### src/rtl/vws_pkg.sv
package vws_pkg;
  localparam int DATA_W  = 24;
  localparam int CNT_W   = 5;
  localparam int IDX_W   = 5;
  localparam int SPEED_W = 12;

  typedef enum logic [1:0] {ST_IDLE, ST_SHIFT, ST_GAP} engState_t;

  typedef struct packed {
    logic              holdCs;
    logic [CNT_W-1:0]  nBits;
    logic [DATA_W-1:0] data;
  } txEntry_t;

  typedef struct packed {
    logic              load;
    logic              sample;
    logic              shift;
    logic              done;
    logic              abort;
    logic [IDX_W-1:0]  bitIdx;
  } strobe_t;

  typedef struct packed {
    logic [SPEED_W-1:0] speed;
    logic               cpol;
    logic               cphaOut;
    logic               cphaIn;
    logic               msbOut;
    logic               msbIn;
  } serCfg_t;

  function automatic logic [CNT_W-1:0] clampBits(input logic [7:0] raw);
    if (raw == 8'd0 || raw > 8'(DATA_W)) return CNT_W'(DATA_W);
    return raw[CNT_W-1:0];
  endfunction
endpackage

### src/rtl/vws_fifo.sv
module vws_fifo #(
  parameter int WIDTH = 8,
  parameter int DEPTH = 4,
  localparam int PTR_W = (DEPTH > 1) ? $clog2(DEPTH) : 1,
  localparam int LVL_W = $clog2(DEPTH + 1)
) (
  input  logic             clk,
  input  logic             rstN,
  input  logic             flush,
  input  logic             push,
  input  logic [WIDTH-1:0] pushData,
  input  logic             pop,
  output logic [WIDTH-1:0] popData,
  output logic [LVL_W-1:0] level,
  output logic             full,
  output logic             empty
);
  logic [WIDTH-1:0] mem [DEPTH];
  logic [PTR_W-1:0] wrPtr, rdPtr;
  logic doPush, doPop;

  assign full    = (level == LVL_W'(DEPTH));
  assign empty   = (level == '0);
  assign doPush  = push && !full;
  assign doPop   = pop && !empty;
  assign popData = mem[rdPtr];

  always_ff @(posedge clk) begin
    if (doPush && !flush) mem[wrPtr] <= pushData;
  end

  always_ff @(posedge clk or negedge rstN) begin
    if (!rstN) begin
      wrPtr <= '0;
      rdPtr <= '0;
      level <= '0;
    end else if (flush) begin
      wrPtr <= '0;
      rdPtr <= '0;
      level <= '0;
    end else begin
      if (doPush) wrPtr <= (wrPtr == PTR_W'(DEPTH - 1)) ? '0 : wrPtr + 1'b1;
      if (doPop)  rdPtr <= (rdPtr == PTR_W'(DEPTH - 1)) ? '0 : rdPtr + 1'b1;
      level <= level + LVL_W'(doPush) - LVL_W'(doPop);
    end
  end
endmodule

### src/rtl/vws_regs.sv
module vws_regs import vws_pkg::*; #(
  parameter int TX_DEPTH = 4,
  parameter int RX_DEPTH = 4
) (
  input  logic              clk,
  input  logic              rstN,
  input  logic              busWr,
  input  logic              busRd,
  input  logic [5:0]        busAddr,
  input  logic [31:0]       busWdata,
  output logic [31:0]       busRdata,
  input  strobe_t           strb,
  input  logic              busy,
  input  logic [DATA_W-1:0] rxPushData,
  output serCfg_t           cfg,
  output logic              run,
  output txEntry_t          txHead,
  output logic              txEmpty,
  output logic              rxFull,
  output logic              irq
);
  localparam logic [5:0] A_CTL0 = 6'h00;
  localparam logic [5:0] A_CTL1 = 6'h04;
  localparam logic [5:0] A_STAT = 6'h08;
  localparam logic [5:0] A_DATA = 6'h20;
  localparam logic [5:0] A_HOLD = 6'h30;
  localparam int TXL_W = $clog2(TX_DEPTH + 1);
  localparam int RXL_W = $clog2(RX_DEPTH + 1);

  logic [31:0] ctl0, ctl1;
  logic        txOvf, clr;
  logic        txPush, rxPop, txFull, rxEmpty;
  logic [TXL_W-1:0] txLvl;
  logic [RXL_W-1:0] rxLvl;
  logic [DATA_W-1:0] rxHead;
  txEntry_t    newEntry;
  logic [31:0] status;

  assign clr = ctl0[9];
  assign run = ctl0[11] && !clr;
  assign cfg.speed   = ctl0[31:20];
  assign cfg.cpol    = ctl0[7];
  assign cfg.cphaOut = ctl0[8];
  assign cfg.cphaIn  = ctl0[10];
  assign cfg.msbOut  = ctl0[6];
  assign cfg.msbIn   = ctl1[1];

  assign txPush = busWr && (busAddr == A_DATA || busAddr == A_HOLD);
  assign rxPop  = busRd && (busAddr == A_DATA || busAddr == A_HOLD);

  assign newEntry.holdCs = (busAddr == A_HOLD);
  assign newEntry.nBits  = clampBits(ctl0[14] ? busWdata[31:24] : {2'b00, ctl0[5:0]});
  assign newEntry.data   = busWdata[DATA_W-1:0];

  always_ff @(posedge clk or negedge rstN) begin
    if (!rstN) begin
      ctl0  <= '0;
      ctl1  <= '0;
      txOvf <= 1'b0;
    end else begin
      if (busWr && busAddr == A_CTL0) ctl0 <= busWdata;
      if (busWr && busAddr == A_CTL1) ctl1 <= busWdata;
      if (clr)                         txOvf <= 1'b0;
      else if (txPush && txFull)       txOvf <= 1'b1;
    end
  end

  vws_fifo #(.WIDTH($bits(txEntry_t)), .DEPTH(TX_DEPTH)) uTxFifo (
    .clk(clk), .rstN(rstN), .flush(clr),
    .push(txPush), .pushData(newEntry),
    .pop(strb.load), .popData(txHead),
    .level(txLvl), .full(txFull), .empty(txEmpty)
  );

  vws_fifo #(.WIDTH(DATA_W), .DEPTH(RX_DEPTH)) uRxFifo (
    .clk(clk), .rstN(rstN), .flush(clr),
    .push(strb.done), .pushData(rxPushData),
    .pop(rxPop), .popData(rxHead),
    .level(rxLvl), .full(rxFull), .empty(rxEmpty)
  );

  assign status = {8'(txLvl), 8'(rxLvl), 4'b0000, txOvf, txFull, txEmpty,
                   rxFull, rxEmpty, busy, 6'(strb.bitIdx)};

  always_comb begin
    case (busAddr)
      A_CTL0:         busRdata = ctl0;
      A_CTL1:         busRdata = ctl1;
      A_STAT:         busRdata = status;
      A_DATA, A_HOLD: busRdata = 32'(rxHead);
      default:        busRdata = '0;
    endcase
  end

  assign irq = (ctl1[6] && txEmpty) || (ctl1[7] && !busy);

  // the engine never completes an entry into a full receive queue
  a_r11_no_rx_overrun: assert property (@(posedge clk) disable iff (!rstN)
    strb.done |-> !rxFull);

  // a dropped write leaves the sticky flag set
  a_r10_overflow_sticky: assert property (@(posedge clk) disable iff (!rstN)
    (txPush && txFull && !clr) |=> txOvf);
endmodule

### src/rtl/vws_ctrl.sv
module vws_ctrl import vws_pkg::*; (
  input  logic             clk,
  input  logic             rstN,
  input  logic             run,
  input  logic             txEmpty,
  input  logic             rxFull,
  input  logic [CNT_W-1:0] headBits,
  input  serCfg_t          cfg,
  output strobe_t          strb,
  output logic             busy,
  output logic             sclk
);
  engState_t          state;
  logic               halfB;
  logic [SPEED_W-1:0] divCnt;
  logic [IDX_W-1:0]   bitIdx;
  logic [CNT_W-1:0]   curBits;
  logic               halfTick, inShift, lastBit;

  assign halfTick = (divCnt >= cfg.speed);
  assign inShift  = run && (state == ST_SHIFT);
  assign lastBit  = (bitIdx == IDX_W'(curBits - 1'b1));

  assign strb.load   = run && (state == ST_IDLE) && !txEmpty && !rxFull;
  assign strb.abort  = !run;
  assign strb.sample = inShift && halfTick && (cfg.cphaIn ? halfB : !halfB);
  assign strb.done   = inShift && halfTick && halfB && lastBit;
  assign strb.shift  = inShift && halfTick && halfB && !lastBit;
  assign strb.bitIdx = bitIdx;

  assign busy = (state != ST_IDLE);
  assign sclk = cfg.cpol ^ ((state == ST_SHIFT) && (cfg.cphaOut ? !halfB : halfB));

  always_ff @(posedge clk or negedge rstN) begin
    if (!rstN) begin
      state   <= ST_IDLE;
      halfB   <= 1'b0;
      divCnt  <= '0;
      bitIdx  <= '0;
      curBits <= '0;
    end else if (!run) begin
      state  <= ST_IDLE;
      halfB  <= 1'b0;
      divCnt <= '0;
      bitIdx <= '0;
    end else begin
      case (state)
        ST_IDLE: begin
          if (strb.load) begin
            state   <= ST_SHIFT;
            curBits <= headBits;
            divCnt  <= '0;
            halfB   <= 1'b0;
            bitIdx  <= '0;
          end
        end
        ST_SHIFT: begin
          if (halfTick) begin
            divCnt <= '0;
            halfB  <= !halfB;
            if (halfB) begin
              if (lastBit) begin
                state  <= ST_GAP;
                bitIdx <= '0;
              end else begin
                bitIdx <= bitIdx + 1'b1;
              end
            end
          end else begin
            divCnt <= divCnt + 1'b1;
          end
        end
        ST_GAP: begin
          if (halfTick) begin
            divCnt <= '0;
            halfB  <= !halfB;
            if (halfB) state <= ST_IDLE;
          end else begin
            divCnt <= divCnt + 1'b1;
          end
        end
        default: state <= ST_IDLE;
      endcase
    end
  end

  // a loaded entry makes the engine busy on the next cycle
  a_r14_busy_after_load: assert property (@(posedge clk) disable iff (!rstN)
    strb.load |=> (busy || !run));

  // every completed entry is followed by the idle gap
  a_r8_gap_follows_entry: assert property (@(posedge clk) disable iff (!rstN)
    (strb.done && run) |=> (!run || (state == ST_GAP && sclk == cfg.cpol)));
endmodule

### src/rtl/vws_datapath.sv
module vws_datapath import vws_pkg::*; (
  input  logic              clk,
  input  logic              rstN,
  input  strobe_t           strb,
  input  txEntry_t          head,
  input  logic              msbOut,
  input  logic              msbIn,
  input  logic              miso,
  output logic              mosi,
  output logic              csActive,
  output logic [DATA_W-1:0] rxData
);
  logic [DATA_W-1:0] txShift, rxShift, rxIns;
  logic [CNT_W-1:0]  nLat;
  logic              holdLat;

  assign rxIns  = msbIn ? {rxShift[DATA_W-2:0], miso}
                        : (rxShift | (DATA_W'(miso) << strb.bitIdx));
  assign rxData = strb.sample ? rxIns : rxShift;
  assign mosi   = msbOut ? txShift[DATA_W-1] : txShift[0];

  always_ff @(posedge clk or negedge rstN) begin
    if (!rstN) begin
      txShift  <= '0;
      rxShift  <= '0;
      nLat     <= '0;
      holdLat  <= 1'b0;
      csActive <= 1'b0;
    end else if (strb.abort) begin
      txShift  <= '0;
      csActive <= 1'b0;
    end else if (strb.load) begin
      holdLat  <= head.holdCs;
      nLat     <= head.nBits;
      txShift  <= msbOut ? head.data : (head.data >> (CNT_W'(DATA_W) - head.nBits));
      rxShift  <= '0;
      csActive <= 1'b1;
    end else begin
      if (strb.sample) rxShift <= rxIns;
      if (strb.shift)  txShift <= msbOut ? (txShift << 1) : (txShift >> 1);
      if (strb.done) begin
        txShift  <= '0;
        csActive <= holdLat;
      end
    end
  end

  // a finished word never has bits above its own width
  a_r5_rx_right_aligned: assert property (@(posedge clk) disable iff (!rstN)
    strb.done |-> ((rxData >> nLat) == '0));

  // release-port entries free the select, hold-port entries keep it
  a_r7_release_select: assert property (@(posedge clk) disable iff (!rstN)
    (strb.done && !strb.abort && !holdLat) |=> !csActive);
  a_r7_hold_select: assert property (@(posedge clk) disable iff (!rstN)
    (strb.done && !strb.abort && holdLat) |=> csActive);
endmodule

### src/rtl/vw_spi_master.sv
module vw_spi_master import vws_pkg::*; #(
  parameter int TX_DEPTH = 4,
  parameter int RX_DEPTH = 4
) (
  input  logic        clk,
  input  logic        rstN,
  input  logic        busWr,
  input  logic        busRd,
  input  logic [5:0]  busAddr,
  input  logic [31:0] busWdata,
  output logic [31:0] busRdata,
  output logic        sclk,
  output logic        mosi,
  input  logic        miso,
  output logic        csN,
  output logic        irq
);
  strobe_t           strb;
  serCfg_t           cfg;
  txEntry_t          txHead;
  logic              run, txEmpty, rxFull, busy, csActive;
  logic [DATA_W-1:0] rxPushData;

  vws_regs #(.TX_DEPTH(TX_DEPTH), .RX_DEPTH(RX_DEPTH)) uRegs (
    .clk(clk), .rstN(rstN), .busWr(busWr), .busRd(busRd),
    .busAddr(busAddr), .busWdata(busWdata), .busRdata(busRdata),
    .strb(strb), .busy(busy), .rxPushData(rxPushData),
    .cfg(cfg), .run(run), .txHead(txHead),
    .txEmpty(txEmpty), .rxFull(rxFull), .irq(irq)
  );

  vws_ctrl uCtrl (
    .clk(clk), .rstN(rstN), .run(run), .txEmpty(txEmpty), .rxFull(rxFull),
    .headBits(txHead.nBits), .cfg(cfg), .strb(strb), .busy(busy), .sclk(sclk)
  );

  vws_datapath uData (
    .clk(clk), .rstN(rstN), .strb(strb), .head(txHead),
    .msbOut(cfg.msbOut), .msbIn(cfg.msbIn), .miso(miso),
    .mosi(mosi), .csActive(csActive), .rxData(rxPushData)
  );

  assign csN = !csActive;

  // with the select released the serial clock rests at its idle level
  a_r4_idle_clock_deselected: assert property (@(posedge clk) disable iff (!rstN)
    csN |-> (sclk == cfg.cpol));
endmodule

### config.mk
export PLATFORM = sky130hd
export DESIGN_NAME = vw_spi_master
export DESIGN_NICKNAME = d
export VERILOG_FILES = /design/src/rtl/vws_pkg.sv /design/src/rtl/vws_fifo.sv /design/src/rtl/vws_regs.sv /design/src/rtl/vws_ctrl.sv /design/src/rtl/vws_datapath.sv /design/src/rtl/vw_spi_master.sv
export SDC_FILE = /design/constraint.sdc
export NUM_CORES = 1
export LEC_CHECK = 0
export BUFFER_PORTS_ARGS = -buffer_cell sky130_fd_sc_hd__clkbuf_2
export CAP_MARGIN = 20
export CELL_PAD_IN_SITES_DETAIL_PLACEMENT = 0
export CELL_PAD_IN_SITES_GLOBAL_PLACEMENT = 1
export CORE_UTILIZATION = 47
export DETAILED_ROUTE_END_ITERATION = 10
export GPL_TIMING_DRIVEN = 1
export MAX_ROUTING_LAYER = met4
export PLACE_DENSITY = 0.73
export REMOVE_ABC_BUFFERS = 1
export SETUP_SLACK_MARGIN = 0.3
export SYNTH_ARGS = -nofsm -noshare
export SYNTH_HDL_FRONTEND = slang
export SYNTH_HIERARCHICAL = 1
export SYNTH_SLANG_ARGS = --single-unit
export TNS_END_PERCENT = 20
### constraint.sdc
create_clock -name clk -period 3.2 [get_ports clk]
set_input_delay 0.16 -clock clk [delete_from_list [all_inputs] [get_ports clk]]
set_output_delay 0.16 -clock clk [all_outputs]
set_load 0.02 [all_outputs]
==> results of run 1 <==
==> area by class of cell <==
| cell class | count | area (µm²) |
|---|---|---|
| Clock buffer | 49 | 1030 |
| Sequential cell | 370 | 10300 |
| Timing Repair Buffer | 250 | 2100 |
| Fill cell | 3050 | 15600 |
| Multi-Input combinational cell | 838 | 7480 |
| Clock inverter | 25 | 290 |
| Tap cell | 511 | 639 |
| Inverter | 59 | 221 |
==> state kept, by name (all words and copies together) (netlist names), 2 cells and up <==
signal / cells
uRegs/uTxFifo/mem: 120
uRegs/uRxFifo/mem: 96
uRegs/ctl0: 32
uRegs/ctl1: 32
uData/rxShift: 24
uData/txShift: 24
uCtrl/divCnt: 12
uCtrl/bitIdx: 5
uCtrl/curBits: 5
uRegs/uRxFifo/level: 3
uRegs/uTxFifo/level: 3
uCtrl/state: 2
uRegs/uRxFifo/rdPtr: 2
uRegs/uRxFifo/wrPtr: 2
uRegs/uTxFifo/rdPtr: 2
uRegs/uTxFifo/wrPtr: 2
==> logic make-up after synthesis <==
| kind of cell | count (synthesis) | synth area share |
|---|---|---|
| AOI/OAI and AO/OA | 304 | 0.117 |
| xor gates and xnor gates | 29 | 0.0144 |
| adders and majority gates | 36 | 0.0257 |
| buffers and inverters | 158 | 0.0407 |
| DFF | 370 | 0.571 |
| muxes | 180 | 0.150 |
| and+or+nand+nor | 288 | 0.0811 |
==> what timing repair did <==
action / CTS / global route
gates cloned: 2 / 3
hold buffers: 32 / 0
setup buffers: 12 / 19
setup endpoints to repair: 208 / 247
resized for setup: 23 / 97
pin swaps: 11 / 26
endpoints found under the hold margin: 232 / 0
==> per-layer routing <==
layer / vias to the layer above / GRT usage / routed length [µm]
met1: 6202 / 0.325 / 20100
met5: - / - / 0
met4: 0 / 0.0752 / 977
li1: 5602 / - / -
met2: 301 / 0.406 / 23600
met3: 70 / 0.0291 / 2030
==> placed cells by master, fill, tap and decap left out, types with 32 or more instances in the layout <==
master	n
a21oi_1	52
a22oi_1	36
buf_4	106
clkbuf_16	42
clkbuf_2	77
dfrtp_1	151
dlygate4sd3_1	32
edfxtp_1	216
inv_1	54
mux2_2	43
mux2i_1	36
mux4_2	66
nand2_1	112
nor2_1	42
o21ai_0	59
==> worst register-to-register path: cells and delay by family, from the launching register on <==
| kind | cells | cell delay [ps] |
|---|---|---|
| fa+ha+maj | 1 | 280 |
| simple gates | 6 | 1150 |
| buf+inv | 3 | 530 |
| flops | 1 | 440 |
| compound gates | 3 | 540 |
==> per-stage QoR <==
stage	setup TNS [ps]	power (mW)
after floorplan	-110220	7.83
after global placement	0	9.16
after detailed placement	0	9.19
after CTS	0	13.9
after global routing	0	14.9
final	0	14.3
==> report_power, final <==
group / switching, mW / internal [mW]
clock: 1.96 / 2.68
combinational: 2.27 / 1.91
sequential: 0.209 / 5.25
total: 4.45 / 9.84
==> worst max-delay path by stage <==
stage	end	slack, ps
after CTS	uRegs/uRxFifo/mem[3][1]	70
after floorplan	uData/txShift[4]	-2070
after detailed placement	uData/rxShift[15]	10
after global routing	uRegs/uRxFifo/mem[3][5]	10
final	uRegs/uRxFifo/mem[3][5]	130
after global placement	uRegs/uRxFifo/mem[0][15]	70
==> impl_metrics.yaml, run 1 <==
floorplan:
  die_y_um: 198
  io-pin-count: 79
  die_x_um: 198
  rows: 71
  dieArea_um2: 39300
  coreArea_um2: 37800
  start_util: 0.480
yosys:
  yosysWarnings: 6
  yosys_register_bits: 370
  netlist_area_um2: 18100
  synth_edf_count: 216
  synth-async-reset-ratio: 0.416
  ys_seq_area_frac: 0.571
  ys_top_cells_by_area: "edfxtp_1 36%, dfrtp_1 21%, mux4_2 8.2%"
  syn-mean-instance-area_um2: 13.3
  netlist_top_cells_count: "216 x edfxtp_1, 154 x dfrtp_1, 115 x nand2_1, 70 x o21ai_0, 66 x mux4_2"
  synth_top_cell_area_share: 0.358
  yosysUniqueCellTypes: 87
  syn_inst: 1365
  yosys.cell_count.top_type: "edfxtp_1"
  synth_top_area_cell: "edfxtp_1"
  synthFlopType: "edfxtp_1"
cts:
  tritoncts: "yes"
  clockBufferDepth: 3
  cts_made_buffers: 40
  clkTransAtPathRegs_ps: 60
  htree_levels: 2
  clk-insertion-delay-late_ps: 570
  cts.sinks: 370
  root_buffer: "clkbuf_16"
run:
  cap_violations: 0
timing:
  hold_viol: 4
  rsz0062_at_grt: "true"
  fin_crit_sh: 0.960
  worst_pin_slew_ps: 851
  period_needed_ps: 3070
  drv_slew: 0
  setup_viol_count_final: 0
  fmax_mhz: 326
  clock_skew_ps: 23.0
  slew_headroom: 0.433
  fin_ws_ps: 129
  fin_hold_ws_ps: -7.89
worst_setup_path:
  cp_data_required_time_ps: 3630
  critPathLaunchType: "flop"
  end_kind: "flop"
  ff2ff_path_depth: 13
  cp.depth: 13
  max_stage_delay_ps: 440
  r2r_setup_slack_ps: 130
  critPathSlowestCell: "dfrtp_2"
  critical_path_class: "reg -> reg"
  cp_top_family: "simple AND/OR/NAND/NOR gates"
  critPathMaxFanout: 4
  r2r-start: "uCtrl/divCnt[10]"
  worstPathArrival_ps: 3500
  timing.rr.end: "uRegs/uRxFifo/mem[3][5]"
  crit_buf_inv: 3
  startpoint: "uCtrl/divCnt[10]"
  critical_path.cell_chain: "ha_4, nand4_1, a211o_1, or3_4, nand2_2, and3_4, nand3b_1, buf_4, nor3_4, buf_4, a21oi_2, o21ai_2, buf_4"
  crit_top_cell: "buf_4"
placed_design:
  dp_cells: 1960
  portBuffers: 78
  post-dp-hpwl_um: 31400
  gp_congestion: 0.946
  placed_area_um2: 19600
  pre_cts_ws_ps: 10.1
hold_path:
  hold_class: "in -> reg"
  min_from: "miso"
  hold_depth: 3
  hold_end: "uRegs/uRxFifo/mem[2][0]"
status:
  violations: "negative hold slack"
  status: "complete, but fails checks"
route:
  routed_wl_um: 46700
  wl_per_cell_um: 22.2
  num_vias: 12175
  dr.pass1.iters: 5
  routed_via_density: 5.79
  antenna_left: 0
  drtIter0Drc: 943
  post-route-drc-count: 0
global_routing:
  globalRouteTotalUtil: 0.248
  grt_pass1_wl_um: 71300
  grt_max_degree: 84
  grt_pass1_vias: 12200
  gr-total-overflow: 0
  antenna_found_initial: 0
power_and_ir_drop:
  ir_drop_uv: 385
  power_density_nw_per_um2: 646
  leakage_nw: 8.58
finish:
  drive_gt1_frac: 0.305
  fin_util: 0.586
  diodes: 0
  final-instance-count-excl-fill: 2102
  fin_nets: 1638
  finalInstanceArea_um2: 22100
  syn_to_final_growth_pct: 22.1
No activity file was read; power rests on OpenSTA's default activity.
==> run 2: changes to the inputs <==
--- a/config.mk
+++ b/config.mk
@@ -9,6 +9,7 @@
 export CAP_MARGIN = 20
 export CELL_PAD_IN_SITES_DETAIL_PLACEMENT = 0
 export CELL_PAD_IN_SITES_GLOBAL_PLACEMENT = 1
+export CORE_ASPECT_RATIO = 1.5
 export CORE_UTILIZATION = 47
 export DETAILED_ROUTE_END_ITERATION = 10
 export GPL_TIMING_DRIVEN = 1
==> impl_metrics.yaml, run 2 (synthesized netlist as in run 1, its figures left out) <==
status:
  status: "finished clean"
timing:
  worst_pin_slew_ps: 947
  setup_viol_count_final: 0
  clock_skew_ps: 16.3
  rsz0062_at_grt: "true"
  slew_headroom: 0.366
  hold_viol: 0
  finalSetupTns_ps: 0
  fin_hold_ws_ps: 44.8
  period_needed_ps: 3060
  fin_crit_sh: 0.955
  fmax_mhz: 327
  drv_slew: 0
global_routing:
  gr-total-overflow: 0
  globalRouteTotalUtil: 0.256
  grt_max_degree: 76
  grt_pass1_vias: 12651
  grt_pass1_wl_um: 74100
  antenna_found_initial: 0
route:
  post-route-drc-count: 0
  routed_wl_um: 49600
  num_vias: 12518
  dr.pass1.iters: 6
  routed_via_density: 5.92
  wl_per_cell_um: 23.5
  drtIter0Drc: 944
  antenna_left: 0
floorplan:
  dieArea_um2: 39300
  coreArea_um2: 37800
  start_util: 0.479
  die_y_um: 242
  io-pin-count: 79
  die_x_um: 162
  rows: 87
finish:
  drive_gt1_frac: 0.350
  finalInstanceArea_um2: 22700
  fin_util: 0.601
  fin_nets: 1677
  final_common_cell: "edfxtp_1"
  diodes: 0
  syn_to_final_growth_pct: 25.5
  reg_top3: "uRegs/uTxFifo/mem x120, uRegs/uRxFifo/mem x96"
  layout_common_cells: "216 x edfxtp_1, 151 x dfrtp_1, 135 x buf_4"
  regMostFlops: "uRegs/uTxFifo/mem"
  largest_register_ffs: 120
placed_design:
  placed_area_um2: 19800
  gp_congestion: 0.940
  portBuffers: 78
  post-dp-hpwl_um: 33300
worst_setup_path:
  critical_path_class: "reg -> reg"
  critPathMaxFanout: 7
  r2r_setup_slack_ps: 140
  cp_data_required_time_ps: 3650
  worstPathArrival_ps: 3510
  r2r-start: "uRegs/ctl0[31]"
  critPathLaunchType: "flop"
  ff2ff_path_depth: 15
  timing.rr.end: "uData/txShift[3]"
  end_kind: "flop"
cts:
  htree_levels: 2
  root_buffer: "clkbuf_16"
  clockBufferDepth: 3
  tritoncts: "yes"
  clk-insertion-delay-late_ps: 530
  cts_made_buffers: 37
  clkTransAtPathRegs_ps: 60
  cts.sinks: 370
hold_path:
  hold_class: "in -> reg"
  min_from: "miso"
  hold_depth: 3
  hold_end: "uRegs/uRxFifo/mem[1][0]"
power_and_ir_drop:
  leakage_nw: 8.85
  power_density_nw_per_um2: 650
  ir_drop_uv: 419
run:
  cap_violations: 0
-- run 2: cell types whose count changed in the layout (fill, tap and decap cells not counted), sizes merged --
| cell | delta |
|---|---|
| clkinv | +1 |
| bufbuf | +1 |
| bufinv | -1 |
| clkinvlp | -4 |
| inv | -7 |
| clkbuf | +8 |
| buf | +37 |
| dlygate4sd3 | +1 |
| o22ai | -1 |
-- run 2: area by class of cell --
| type | count | area, µm² |
|---|---|---|
| clock inverters | 14 | 168 |
| clock buffers | 53 | 1040 |
| multi-input cells | 837 | 7790 |
| inverters | 59 | 223 |
| repair buffers | 293 | 2550 |
| well taps | 489 | 612 |
| flip-flops and latches | 370 | 10300 |
| fillers | 2938 | 15100 |
-- run 2: timing repair --
item                                   CTS  global route
endpoints found under the hold margin  228             0
hold buffers                            33             0
cloned                                   3             7
gates resized for setup                 85           142
setup buffers                           28            11
pin swaps                               31            59
setup endpoints to repair              241           244
-- run 2: through the flow --
stage                     setup slack [ps]  std cells  power, mW
after CTS                              129       2097       14.5
after global placement                -238       1966       9.49
after floorplan                      -2070       1266       7.83
after global routing                 -9.73       2115       15.4
final                                  145       2115       14.8
after detailed placement              -274       1966       9.53
-- run 2: power by group --
group | internal [mW] | switching (mW)
Clock | 2.52 | 1.82
Sequential | 5.25 | 0.225
Combinational | 2.37 | 2.59
Total | 10.1 | 4.64
-- run 2: layer usage --
metal  vias to the layer above  share of wire  track usage
li1                       5671              -            -
met3                       112          0.037       0.0265
met4                         0          0.041        0.103
met5                         -              0            -
met1                      6413           0.37        0.291
met2                       322           0.55        0.455
-- run 2: worst max path at each step --
stage	to	cells past startpoint	from
final	uData/txShift[3]	15	uRegs/ctl0[31]
after global routing	uData/rxShift[13]	16	uRegs/ctl0[22]
after CTS	uData/rxShift[8]	15	uRegs/ctl0[30]
after detailed placement	uData/txShift[1]	12	uRegs/uTxFifo/rdPtr[0]
after global placement	uData/txShift[1]	12	uRegs/uTxFifo/rdPtr[0]
after floorplan	uData/txShift[4]	8	uRegs/uTxFifo/rdPtr[0]
-- run 2: worst max-delay path: stages, from the launching register on --
cell,delay [ps]
dfrtp_1,380
inv_1,90
ha_4,200
buf_4,130
a21oi_2,190
o21ai_4,80
or3_4,410
o21ai_4,150
nor3_2,70
buf_6,150
buf_6,110
buf_12,130
or3_4,410
a211oi_4,270
a211oi_2,50
a21oi_1,160
==> run 3: changes to the inputs <==
--- a/config.mk
+++ b/config.mk
@@ -5,7 +5,7 @@
 export SDC_FILE = /design/constraint.sdc
 export NUM_CORES = 1
 export LEC_CHECK = 0
-export BUFFER_PORTS_ARGS = -buffer_cell sky130_fd_sc_hd__clkbuf_2
+export BUFFER_PORTS_ARGS = -buffer_cell sky130_fd_sc_hd__buf_4
 export CAP_MARGIN = 20
 export CELL_PAD_IN_SITES_DETAIL_PLACEMENT = 0
 export CELL_PAD_IN_SITES_GLOBAL_PLACEMENT = 1
==> impl_metrics.yaml, run 3 (synthesized netlist as in run 1, its figures left out) <==
status:
  status: "finished clean"
worst_setup_path:
  max_stage_delay_ps: 420
  critical_path_class: "reg -> reg"
  critPathLaunchType: "flop"
  end_kind: "flop"
  cp_data_required_time_ps: 3590
  critPathMaxFanout: 4
  crit_top_cell: "buf_4"
  critPathSlowestCell: "dfrtp_1"
  critical_path.cell_chain: "ha_4, nand4_1, a211o_1, or3_4, nand2_2, and3_4, buf_4, nand3_4, nor3_2, buf_4, a21oi_1, o21ai_1, buf_4"
  worstPathArrival_ps: 3440
global_routing:
  gr-total-overflow: 0
  globalRouteTotalUtil: 0.261
  grt_max_degree: 59
  grt_pass1_wl_um: 75500
  grt_pass1_vias: 12964
  antenna_found_initial: 0
timing:
  fin_hold_ws_ps: 60.8
  fmax_mhz: 328
  drv_slew: 0
  clock_skew_ps: 15.4
  rsz0062_at_grt: "true"
  fin_crit_sh: 0.953
  setup_viol_count_final: 0
  period_needed_ps: 3050
  slew_headroom: 0.351
  hold_viol: 0
  fin_ws_ps: 150
  worst_pin_slew_ps: 970
power_and_ir_drop:
  leakage_nw: 8.85
  ir_drop_uv: 472
  power_density_nw_per_um2: 649
  power.total_mw: 14.7
finish:
  reg_top3: "uRegs/uTxFifo/mem x120, uRegs/uRxFifo/mem x96"
  largest_register_ffs: 120
  syn_to_final_growth_pct: 24.9
  final_common_cell: "buf_4"
  drive_gt1_frac: 0.324
  layout_common_cells: "219 x buf_4, 216 x edfxtp_1, 152 x dfrtp_1"
  fin_util: 0.599
  fin_nets: 1673
  regMostFlops: "uRegs/uTxFifo/mem"
  final-instance-count-excl-fill: 2111
  diodes: 0
route:
  drtIter0Drc: 847
  post-route-drc-count: 0
  routed_via_density: 5.93
  wl_per_cell_um: 23.3
  antenna_left: 0
  num_vias: 12518
  dr.pass1.iters: 7
  routed_wl_um: 49100
cts:
  tritoncts: "yes"
  clockBufferDepth: 3
  clkTransAtPathRegs_ps: 60
  htree_levels: 2
  cts_made_buffers: 36
  clk-insertion-delay-late_ps: 530
  cts.sinks: 370
  root_buffer: "clkbuf_16"
floorplan:
  dieArea_um2: 39300
  coreArea_um2: 37800
  io-pin-count: 79
  rows: 87
  start_util: 0.479
  die_x_um: 162
  die_y_um: 242
placed_design:
  dp_cells: 1968
  pre_cts_ws_ps: -118
  portBuffers: 78
  post-dp-hpwl_um: 33600
  gp_congestion: 0.959
hold_path:
  hold_class: "in -> reg"
run:
  cap_violations: 0
run 3: per-stage QoR:
stage	setup TNS [ps]	area, µm²
2_1_floorplan	-110220	17600
3_3_place_gp	-151	20000
3_5_place_dp	-1110	20000
4_1_cts	0	22400
5_1_grt	-28.0	22600
6_report	0	22600
run 3: final timing paths:
check                           slack (ps)  cells past startpoint             start                        to
worst min register to register         480                      2     uData/holdLat             uData/holdLat
max in group asynchronous             2170                      3              rstN          uData/rxShift[8]
worst max register to register         150                     13  uCtrl/divCnt[11]  uRegs/uRxFifo/mem[0][21]
worst max-delay path                   150                     13  uCtrl/divCnt[11]  uRegs/uRxFifo/mem[0][21]
min in group asynchronous              150                      2              rstN            uRegs/ctl1[18]
worst min-delay path                    60                      3             busWr            uRegs/ctl0[18]
run 3: cell type report:
class / count / area (µm²)
Clock inverter: 22 / 253
Tap cell: 489 / 612
Sequential cell: 370 / 10300
Inverter: 59 / 229
Multi-Input combinational cell: 837 / 7460
Timing Repair Buffer: 290 / 2710
Clock buffer: 44 / 1000
Fill cell: 2917 / 15200
run 3: repair_timing:
item                                   in CTS  in global routing
endpoints found under the hold margin     219                  0
pin swaps                                  23                 17
setup endpoints to repair                 236                254
gates resized for setup                    96                 31
setup buffers                              25                  8
gates cloned                                8                  2
hold buffers                               34                  0
run 3: layer usage:
layer | global-route usage | vias to the layer above | share of wire
li1 | - | 5670 | -
met1 | 0.300 | 6407 | 0.39
met2 | 0.453 | 332 | 0.54
met3 | 0.0279 | 109 | 0.033
met4 | 0.118 | 0 | 0.039
met5 | - | - | 0
run 3: critical path, delay by kind of cell (launching register included):
family          cells  cell delay [ps]
compound gates      3              590
fa+ha+maj           1              280
buf+inv             3              460
flops               1              420
simple gates        6             1140
run 3: report_power, final:
part	switching, mW	internal (mW)
logic	2.45	2.29
registers	0.213	5.25
clock network	1.83	2.66
total	4.49	10.2
